===== config.mk =====
export PLATFORM = sky130hd
export DESIGN_NAME = pt_walker
export DESIGN_NICKNAME = d
export VERILOG_FILES = /design/src/rtl/ptw_pkg.sv /design/src/rtl/ptw_rights.sv /design/src/rtl/ptw_read_port.sv /design/src/rtl/pt_walker.sv
export SDC_FILE = /design/constraint.sdc
export NUM_CORES = 1
export LEC_CHECK = 0
export ABC_AREA = 1
export BUFFER_PORTS_ARGS = -buffer_cell sky130_fd_sc_hd__clkbuf_2
export CAP_MARGIN = 20
export CORE_MARGIN = 1.5
export CORE_UTILIZATION = 58
export DETAILED_ROUTE_END_ITERATION = 10
export MAX_ROUTING_LAYER = met4
export PLACE_DENSITY = 0.86
export SYNTH_ARGS = -nofsm -noshare
export SYNTH_HDL_FRONTEND = slang
export SYNTH_HIERARCHICAL = 1
export SYNTH_SLANG_ARGS = --single-unit

===== constraint.sdc =====
create_clock -name clk -period 8.4 [get_ports clk]
set_clock_uncertainty 0.1 [all_clocks]
set_input_delay 2.52 -clock clk [delete_from_list [all_inputs] [get_ports clk]]
set_output_delay 2.52 -clock clk [all_outputs]
set_load 0.01 [all_outputs]

===== src/rtl/ptw_pkg.sv =====
package ptw_pkg;
  // entry flag bit positions (decoded by the rights checker)
  localparam int FLAG_PRESENT = 0;
  localparam int FLAG_WRITE   = 1;
  localparam int FLAG_USER    = 2;
  localparam int FLAG_BITS    = 3;

  typedef enum logic [1:0] {
    CAUSE_NONE   = 2'd0,
    CAUSE_ABSENT = 2'd1,
    CAUSE_PRIV   = 2'd2,
    CAUSE_RO     = 2'd3
  } cause_t;

  typedef enum logic [2:0] {
    WK_IDLE, WK_DIR_RD, WK_DIR_CHK, WK_TBL_RD, WK_TBL_CHK, WK_RESP
  } walk_st_t;

  typedef enum logic [1:0] {
    RP_IDLE, RP_ADDR, RP_DATA
  } port_st_t;
endpackage


===== src/rtl/ptw_rights.sv =====
module ptw_rights
  import ptw_pkg::*;
(
  input  logic [FLAG_BITS-1:0] flags,
  input  logic                 is_user,
  input  logic                 is_write,
  input  logic                 wp_en,
  output logic                 fault,
  output cause_t               cause
);
  logic pres, wr_ok, usr_ok;
  logic absent_evt, priv_evt, ro_evt;

  assign pres   = flags[FLAG_PRESENT];
  assign wr_ok  = flags[FLAG_WRITE];
  assign usr_ok = flags[FLAG_USER];

  assign absent_evt = !pres;
  assign priv_evt   = pres && is_user && !usr_ok;
  // read-only page: user writes always fault; kernel writes fault on
  // supervisor-only pages or when write-protect is enabled
  assign ro_evt     = pres && !priv_evt && is_write && !wr_ok &&
                      (is_user || !usr_ok || wp_en);

  always_comb begin
    if (absent_evt)    cause = CAUSE_ABSENT;
    else if (priv_evt) cause = CAUSE_PRIV;
    else if (ro_evt)   cause = CAUSE_RO;
    else               cause = CAUSE_NONE;
  end

  assign fault = (cause != CAUSE_NONE);

  always_comb begin
    assert_single_cause_R8: assert ($onehot0({absent_evt, priv_evt, ro_evt}));
  end
endmodule


===== src/rtl/ptw_read_port.sv =====
module ptw_read_port
  import ptw_pkg::*;
#(
  parameter int ADDR_W = 32,
  parameter int DATA_W = 32
) (
  input  logic              clk,
  input  logic              rst_n,
  input  logic              start,
  input  logic [ADDR_W-1:0] start_addr,
  output logic              done,
  output logic [DATA_W-1:0] rd_data,
  output logic              mem_req_valid,
  output logic [ADDR_W-1:0] mem_req_addr,
  input  logic              mem_req_ready,
  input  logic              mem_resp_valid,
  input  logic [DATA_W-1:0] mem_resp_data
);
  port_st_t          st;
  logic [ADDR_W-1:0] addr_q;
  logic              addr_hs;
  logic              data_hs;

  assign mem_req_valid = (st == RP_ADDR);
  assign mem_req_addr  = addr_q;
  assign addr_hs       = mem_req_valid && mem_req_ready;
  assign data_hs       = (st == RP_DATA) && mem_resp_valid;

  always_ff @(posedge clk) begin
    if (!rst_n) begin
      st      <= RP_IDLE;
      addr_q  <= '0;
      rd_data <= '0;
      done    <= 1'b0;
    end else begin
      done <= 1'b0;
      case (st)
        RP_IDLE: if (start) begin
          st     <= RP_ADDR;
          addr_q <= start_addr;
        end
        RP_ADDR: if (addr_hs) st <= RP_DATA;
        RP_DATA: if (data_hs) begin
          rd_data <= mem_resp_data;
          done    <= 1'b1;
          st      <= RP_IDLE;
        end
        default: st <= RP_IDLE;
      endcase
    end
  end

  assert_req_held_R10: assert property (@(posedge clk) disable iff (!rst_n)
    mem_req_valid && !mem_req_ready |=> mem_req_valid && $stable(mem_req_addr));

  assert_start_when_free_R10: assert property (@(posedge clk) disable iff (!rst_n)
    start |-> st == RP_IDLE);

  assert_data_to_done_R10: assert property (@(posedge clk) disable iff (!rst_n)
    data_hs |=> done && !mem_req_valid);
endmodule


===== src/rtl/pt_walker.sv =====
module pt_walker
  import ptw_pkg::*;
#(
  parameter int ADDR_W = 32,
  parameter int OFF_W  = 12,
  parameter int IDX_W  = 10
) (
  input  logic              clk,
  input  logic              rst_n,
  input  logic              req_valid,
  input  logic [ADDR_W-1:0] req_lin_addr,
  input  logic              req_user,
  input  logic              req_write,
  output logic              busy,
  input  logic [ADDR_W-1:0] root_base,
  input  logic              wp_enable,
  output logic              mem_req_valid,
  output logic [ADDR_W-1:0] mem_req_addr,
  input  logic              mem_req_ready,
  input  logic              mem_resp_valid,
  input  logic [ADDR_W-1:0] mem_resp_data,
  output logic              rsp_valid,
  output logic              rsp_fault,
  output logic [1:0]        rsp_cause,
  output logic              rsp_level,
  output logic [ADDR_W-1:0] rsp_phys_addr,
  output logic [ADDR_W-1:0] rsp_fault_addr
);
  localparam int TOP_LSB     = OFF_W + IDX_W;
  localparam int DIR_W       = ADDR_W - TOP_LSB;
  localparam int ENT_SZ_LOG  = 2;

  // address arithmetic
  function automatic logic [ADDR_W-1:0] dir_slot(input logic [ADDR_W-1:0] la);
    return ADDR_W'(la[ADDR_W-1:TOP_LSB]);
  endfunction

  function automatic logic [ADDR_W-1:0] tbl_slot(input logic [ADDR_W-1:0] la);
    return ADDR_W'(la[TOP_LSB-1:OFF_W]);
  endfunction

  function automatic logic [ADDR_W-1:0] frame_of(input logic [ADDR_W-1:0] e);
    return {e[ADDR_W-1:OFF_W], {OFF_W{1'b0}}};
  endfunction

  function automatic logic [ADDR_W-1:0] slot_addr(input logic [ADDR_W-1:0] base,
                                                  input logic [ADDR_W-1:0] idx);
    return base + (idx << ENT_SZ_LOG);
  endfunction

  function automatic logic [ADDR_W-1:0] join_page(input logic [ADDR_W-1:0] e,
                                                  input logic [ADDR_W-1:0] la);
    return {e[ADDR_W-1:OFF_W], la[OFF_W-1:0]};
  endfunction

  walk_st_t          st;
  logic [ADDR_W-1:0] lin_q;
  logic              user_q, write_q, wp_q;
  logic              fault_q, level_q;
  cause_t            cause_q;
  logic [ADDR_W-1:0] phys_q, faddr_q;

  logic              rd_start, rd_done;
  logic [ADDR_W-1:0] rd_addr, rd_data;
  logic              chk_fault;
  cause_t            chk_cause;

  // named events for assertions
  logic accept_evt, dir_fault_evt, tbl_fault_evt, walk_ok_evt;
  logic unused_entry_bits;

  assign accept_evt    = (st == WK_IDLE) && req_valid;
  assign dir_fault_evt = (st == WK_DIR_CHK) && chk_fault;
  assign tbl_fault_evt = (st == WK_TBL_CHK) && chk_fault;
  assign walk_ok_evt   = (st == WK_TBL_CHK) && !chk_fault;
  assign unused_entry_bits = ^rd_data[OFF_W-1:FLAG_BITS];

  assign rd_start = accept_evt || ((st == WK_DIR_CHK) && !chk_fault);
  assign rd_addr  = (st == WK_IDLE)
                  ? slot_addr(root_base, dir_slot(req_lin_addr))
                  : slot_addr(frame_of(rd_data), tbl_slot(lin_q));

  ptw_read_port #(.ADDR_W(ADDR_W), .DATA_W(ADDR_W)) u_port (
    .clk            (clk),
    .rst_n          (rst_n),
    .start          (rd_start),
    .start_addr     (rd_addr),
    .done           (rd_done),
    .rd_data        (rd_data),
    .mem_req_valid  (mem_req_valid),
    .mem_req_addr   (mem_req_addr),
    .mem_req_ready  (mem_req_ready),
    .mem_resp_valid (mem_resp_valid),
    .mem_resp_data  (mem_resp_data)
  );

  ptw_rights u_rights (
    .flags    (rd_data[FLAG_BITS-1:0]),
    .is_user  (user_q),
    .is_write (write_q),
    .wp_en    (wp_q),
    .fault    (chk_fault),
    .cause    (chk_cause)
  );

  always_ff @(posedge clk) begin
    if (!rst_n) begin
      st      <= WK_IDLE;
      lin_q   <= '0;
      user_q  <= 1'b0;
      write_q <= 1'b0;
      wp_q    <= 1'b0;
      fault_q <= 1'b0;
      level_q <= 1'b0;
      cause_q <= CAUSE_NONE;
      phys_q  <= '0;
      faddr_q <= '0;
    end else begin
      case (st)
        WK_IDLE: if (accept_evt) begin
          lin_q   <= req_lin_addr;
          user_q  <= req_user;
          write_q <= req_write;
          wp_q    <= wp_enable;
          st      <= WK_DIR_RD;
        end
        WK_DIR_RD: if (rd_done) st <= WK_DIR_CHK;
        WK_DIR_CHK: begin
          if (chk_fault) begin
            fault_q <= 1'b1;
            level_q <= 1'b0;
            cause_q <= chk_cause;
            phys_q  <= '0;
            faddr_q <= lin_q;
            st      <= WK_RESP;
          end else begin
            st <= WK_TBL_RD;
          end
        end
        WK_TBL_RD: if (rd_done) st <= WK_TBL_CHK;
        WK_TBL_CHK: begin
          fault_q <= chk_fault;
          level_q <= chk_fault;
          cause_q <= chk_cause;
          phys_q  <= chk_fault ? '0 : join_page(rd_data, lin_q);
          faddr_q <= chk_fault ? lin_q : '0;
          st      <= WK_RESP;
        end
        WK_RESP: st <= WK_IDLE;
        default: st <= WK_IDLE;
      endcase
    end
  end

  assign busy           = (st != WK_IDLE);
  assign rsp_valid      = (st == WK_RESP);
  assign rsp_fault      = fault_q;
  assign rsp_cause      = cause_q;
  assign rsp_level      = level_q;
  assign rsp_phys_addr  = phys_q;
  assign rsp_fault_addr = faddr_q;

  assert_busy_after_accept_R2: assert property (@(posedge clk) disable iff (!rst_n)
    accept_evt |=> busy && !rsp_valid);

  assert_resp_one_cycle_R10: assert property (@(posedge clk) disable iff (!rst_n)
    rsp_valid |=> !rsp_valid && !busy);

  assert_dir_fault_stops_R9: assert property (@(posedge clk) disable iff (!rst_n)
    dir_fault_evt |=> rsp_valid && rsp_fault && !rsp_level && !mem_req_valid);

  assert_tbl_fault_level_R9: assert property (@(posedge clk) disable iff (!rst_n)
    tbl_fault_evt |=> rsp_valid && rsp_fault && rsp_level);

  assert_fault_has_cause_R6: assert property (@(posedge clk) disable iff (!rst_n)
    rsp_valid |-> (rsp_fault == (rsp_cause != 2'd0)));

  assert_offset_kept_R5: assert property (@(posedge clk) disable iff (!rst_n)
    walk_ok_evt |=> rsp_phys_addr[OFF_W-1:0] == lin_q[OFF_W-1:0]);

  assert_dir_addr_R3: assert property (@(posedge clk) disable iff (!rst_n)
    (st == WK_DIR_RD) && mem_req_valid |->
      mem_req_addr == slot_addr(root_base, dir_slot(lin_q)));

  assert_idle_quiet_R1: assert property (@(posedge clk) disable iff (!rst_n)
    !busy |-> !mem_req_valid && !rsp_valid);

  // DIR_W documents the directory index width; tie it to the layout
  initial begin
    assert_layout_R3: assert (DIR_W > 0 && DIR_W + IDX_W + OFF_W == ADDR_W);
  end
endmodule


==> metrics <==
cell mode on critical path nand3_1; worst-margin pin slew 1060 ps; Worst Setup Start Kind input port; largest net degree at the start of global routing 101; first-pass GRT wire length 35.9 mm; Root Buffer clkbuf_16; port bufs 197; most common cell after layout, fill and taps aside nand2_1; R2R Path End rsp_fault_addr[13]$_SDFFE_PN0P_; HP Class reg2reg; Remaining DRCs 0; vias in the first global route 7386; first-pass iteration count of the detailed router 5; Final nets 1489; Max-slew headroom 29.5%; Row Count 42; clk_lat worst skew 420 ps; Yosys warning count 6; Hold Path End rsp_fault_addr[30]$_SDFFE_PN0P_; Slew Viols, Final 0; met3 WL 1.83 mm; M1 WL 9.41 mm; Syn Nets 1335; max_cap viols 0; leakage power 4.55 nW; cts bufs inserted 17; Iter 0 DRT Violations 721; fmax 223 MHz; H-tree depth 4; die area 14500 um2; Post-Syn Area 8010 um2; HP Start lin_q[30]$_SDFFE_PN0P_; outcome finished clean; WS Path Type in2reg; via count 8360; RSZ-0062 raised after global routing false; CP cell instances clkbuf_2 > ha_1 > fa_1 > nand3_1 > nand3_1 > nand3_1 > nand3_1 > or2_2 > nand3_1 > nand2_1 > inv_1 > nand3_1 > nand2_1 > nor2_1; R2R Setup Slk 5810 ps; Max Used Layer met4; final hold violation count 0; CP arrival 4700 ps; CTS sink cnt 164; FF-to-FF path depth 10; final wirelength 22.7 mm; clock-pin slew on the worst setup and hold paths 60 ps; Initial Util 60.0%; most frequent cells in the layout nand2_1 (413), clkbuf_2 (197), dfxtp_1 (164); Crit path largest cell delay 450 ps; mean post-synth cell area 6.56 um2; Critical Path End Type register; antenna-violating nets left 0; PD cells 244 nW/um2; final core occ 70.9%; endpoints failing setup 0; share of post-route cells with drive strength above 1 18.2%; Setup TNS 0 ps; CP Max Fanout 8; crit path time final 4480 ps; CP required 8620 ps; initial antenna violation count 1; met2 routed WL 10.9 mm; Post-CTS Setup Bufs 0; crit share post-route 53.4%; CTS tree yes; Detail Placement HPWL 15.2 mm; Die Span X 121 um; Core Area 13300 um2; Die H 121 um; GRT Total Usage 32.0%; Top Ports 207; Synth-to-Final Area Change 18.2%; Longest Clk Path Bufs 2; r2r startpoint u_port/rd_data[0]$_SDFFE_PN0P_; Post-Syn Instances 1220; Resized Gates After CTS 0; critical path startpoint req_lin_addr[22]; hold depth 2; global placement routability congestion 0.952; peak supply drop 0.000210 V; Via density 5.35; Routed WL per cell 14.5 um; Post-CTS Hold Fix Bufs 0; Slowest cell on crit path fa_1; GRT overflow 0
## flip-flops by register name, indices dropped and copies added (netlist names)
register             flops
st                       3
wp_q                     1
u_port/done              1
u_port/mem_req_addr     32
write_q                  1
rsp_cause                2
rsp_fault                1
rsp_phys_addr           32
u_port/rd_data          23
rsp_level                1
lin_q                   32
rsp_fault_addr          32
u_port/st                2
user_q                   1
## layer usage
| layer | track usage [%] | vias up |
|---|---|---|
| li1 | - | 4139 |
| met1 | 39.2 | 3808 |
| met2 | 52.1 | 371 |
| met3 | 6.89 | 42 |
| met4 | 11.4 | 0 |
| met5 | - | - |
## worst max path at each step
stage | endpoint | cells after the start | slack [ps]
final | u_port/mem_req_addr[14]$_SDFFE_PN0P_ | 14 | 3920
after global routing | u_port/mem_req_addr[14]$_SDFFE_PN0P_ | 14 | 3690
after CTS | u_port/mem_req_addr[14]$_SDFFE_PN0P_ | 14 | 3920
after detailed placement | u_port/mem_req_addr[14]$_SDFFE_PN0P_ | 14 | 3520
after global placement | u_port/mem_req_addr[14]$_SDFFE_PN0P_ | 14 | 3540
after floorplan | u_port/mem_req_addr[14]$_SDFFE_PN0P_ | 13 | 3940
## through the flow
step	hold slack (ps)	setup WS [ps]	cell area [um2]	power (W)	std cells
detailed placement	352	3520	8880	0.00154	1531
global route	373	3690	9470	0.00242	1564
CTS	362	3920	9470	0.00231	1563
global placement	346	3540	8880	0.00153	1531
finish	359	3920	9470	0.00231	1564
floorplan	338	3940	8010	0.00137	1220
## worst max-delay path, delay by kind of cell
| kind | cells | cell delay, ps |
|---|---|---|
| AND/OR/NAND/NOR | 10 | 1330 |
| adder cells (fa/ha/maj) | 2 | 700 |
| buffers and inverters | 2 | 150 |
## area by class of cell
type	instances	area (um2)
well taps	176	220
clock buffers	21	460
multi-input cells	862	3870
clock inverters	11	125
fillers	1151	3880
flip-flops and latches	164	3280
inverters	125	472
repair buffers	204	1040
diodes	1	2.50
## power by group
group / switching [W] / total [W] / internal, W
clock: 0.000315 / 0.000770 / 0.000455
sequential: 0.0000535 / 0.000913 / 0.000859
combinational: 0.000430 / 0.000629 / 0.000199
total: 0.000799 / 0.00231 / 0.00151
Note: power is estimated with default switching activity, not from simulation.
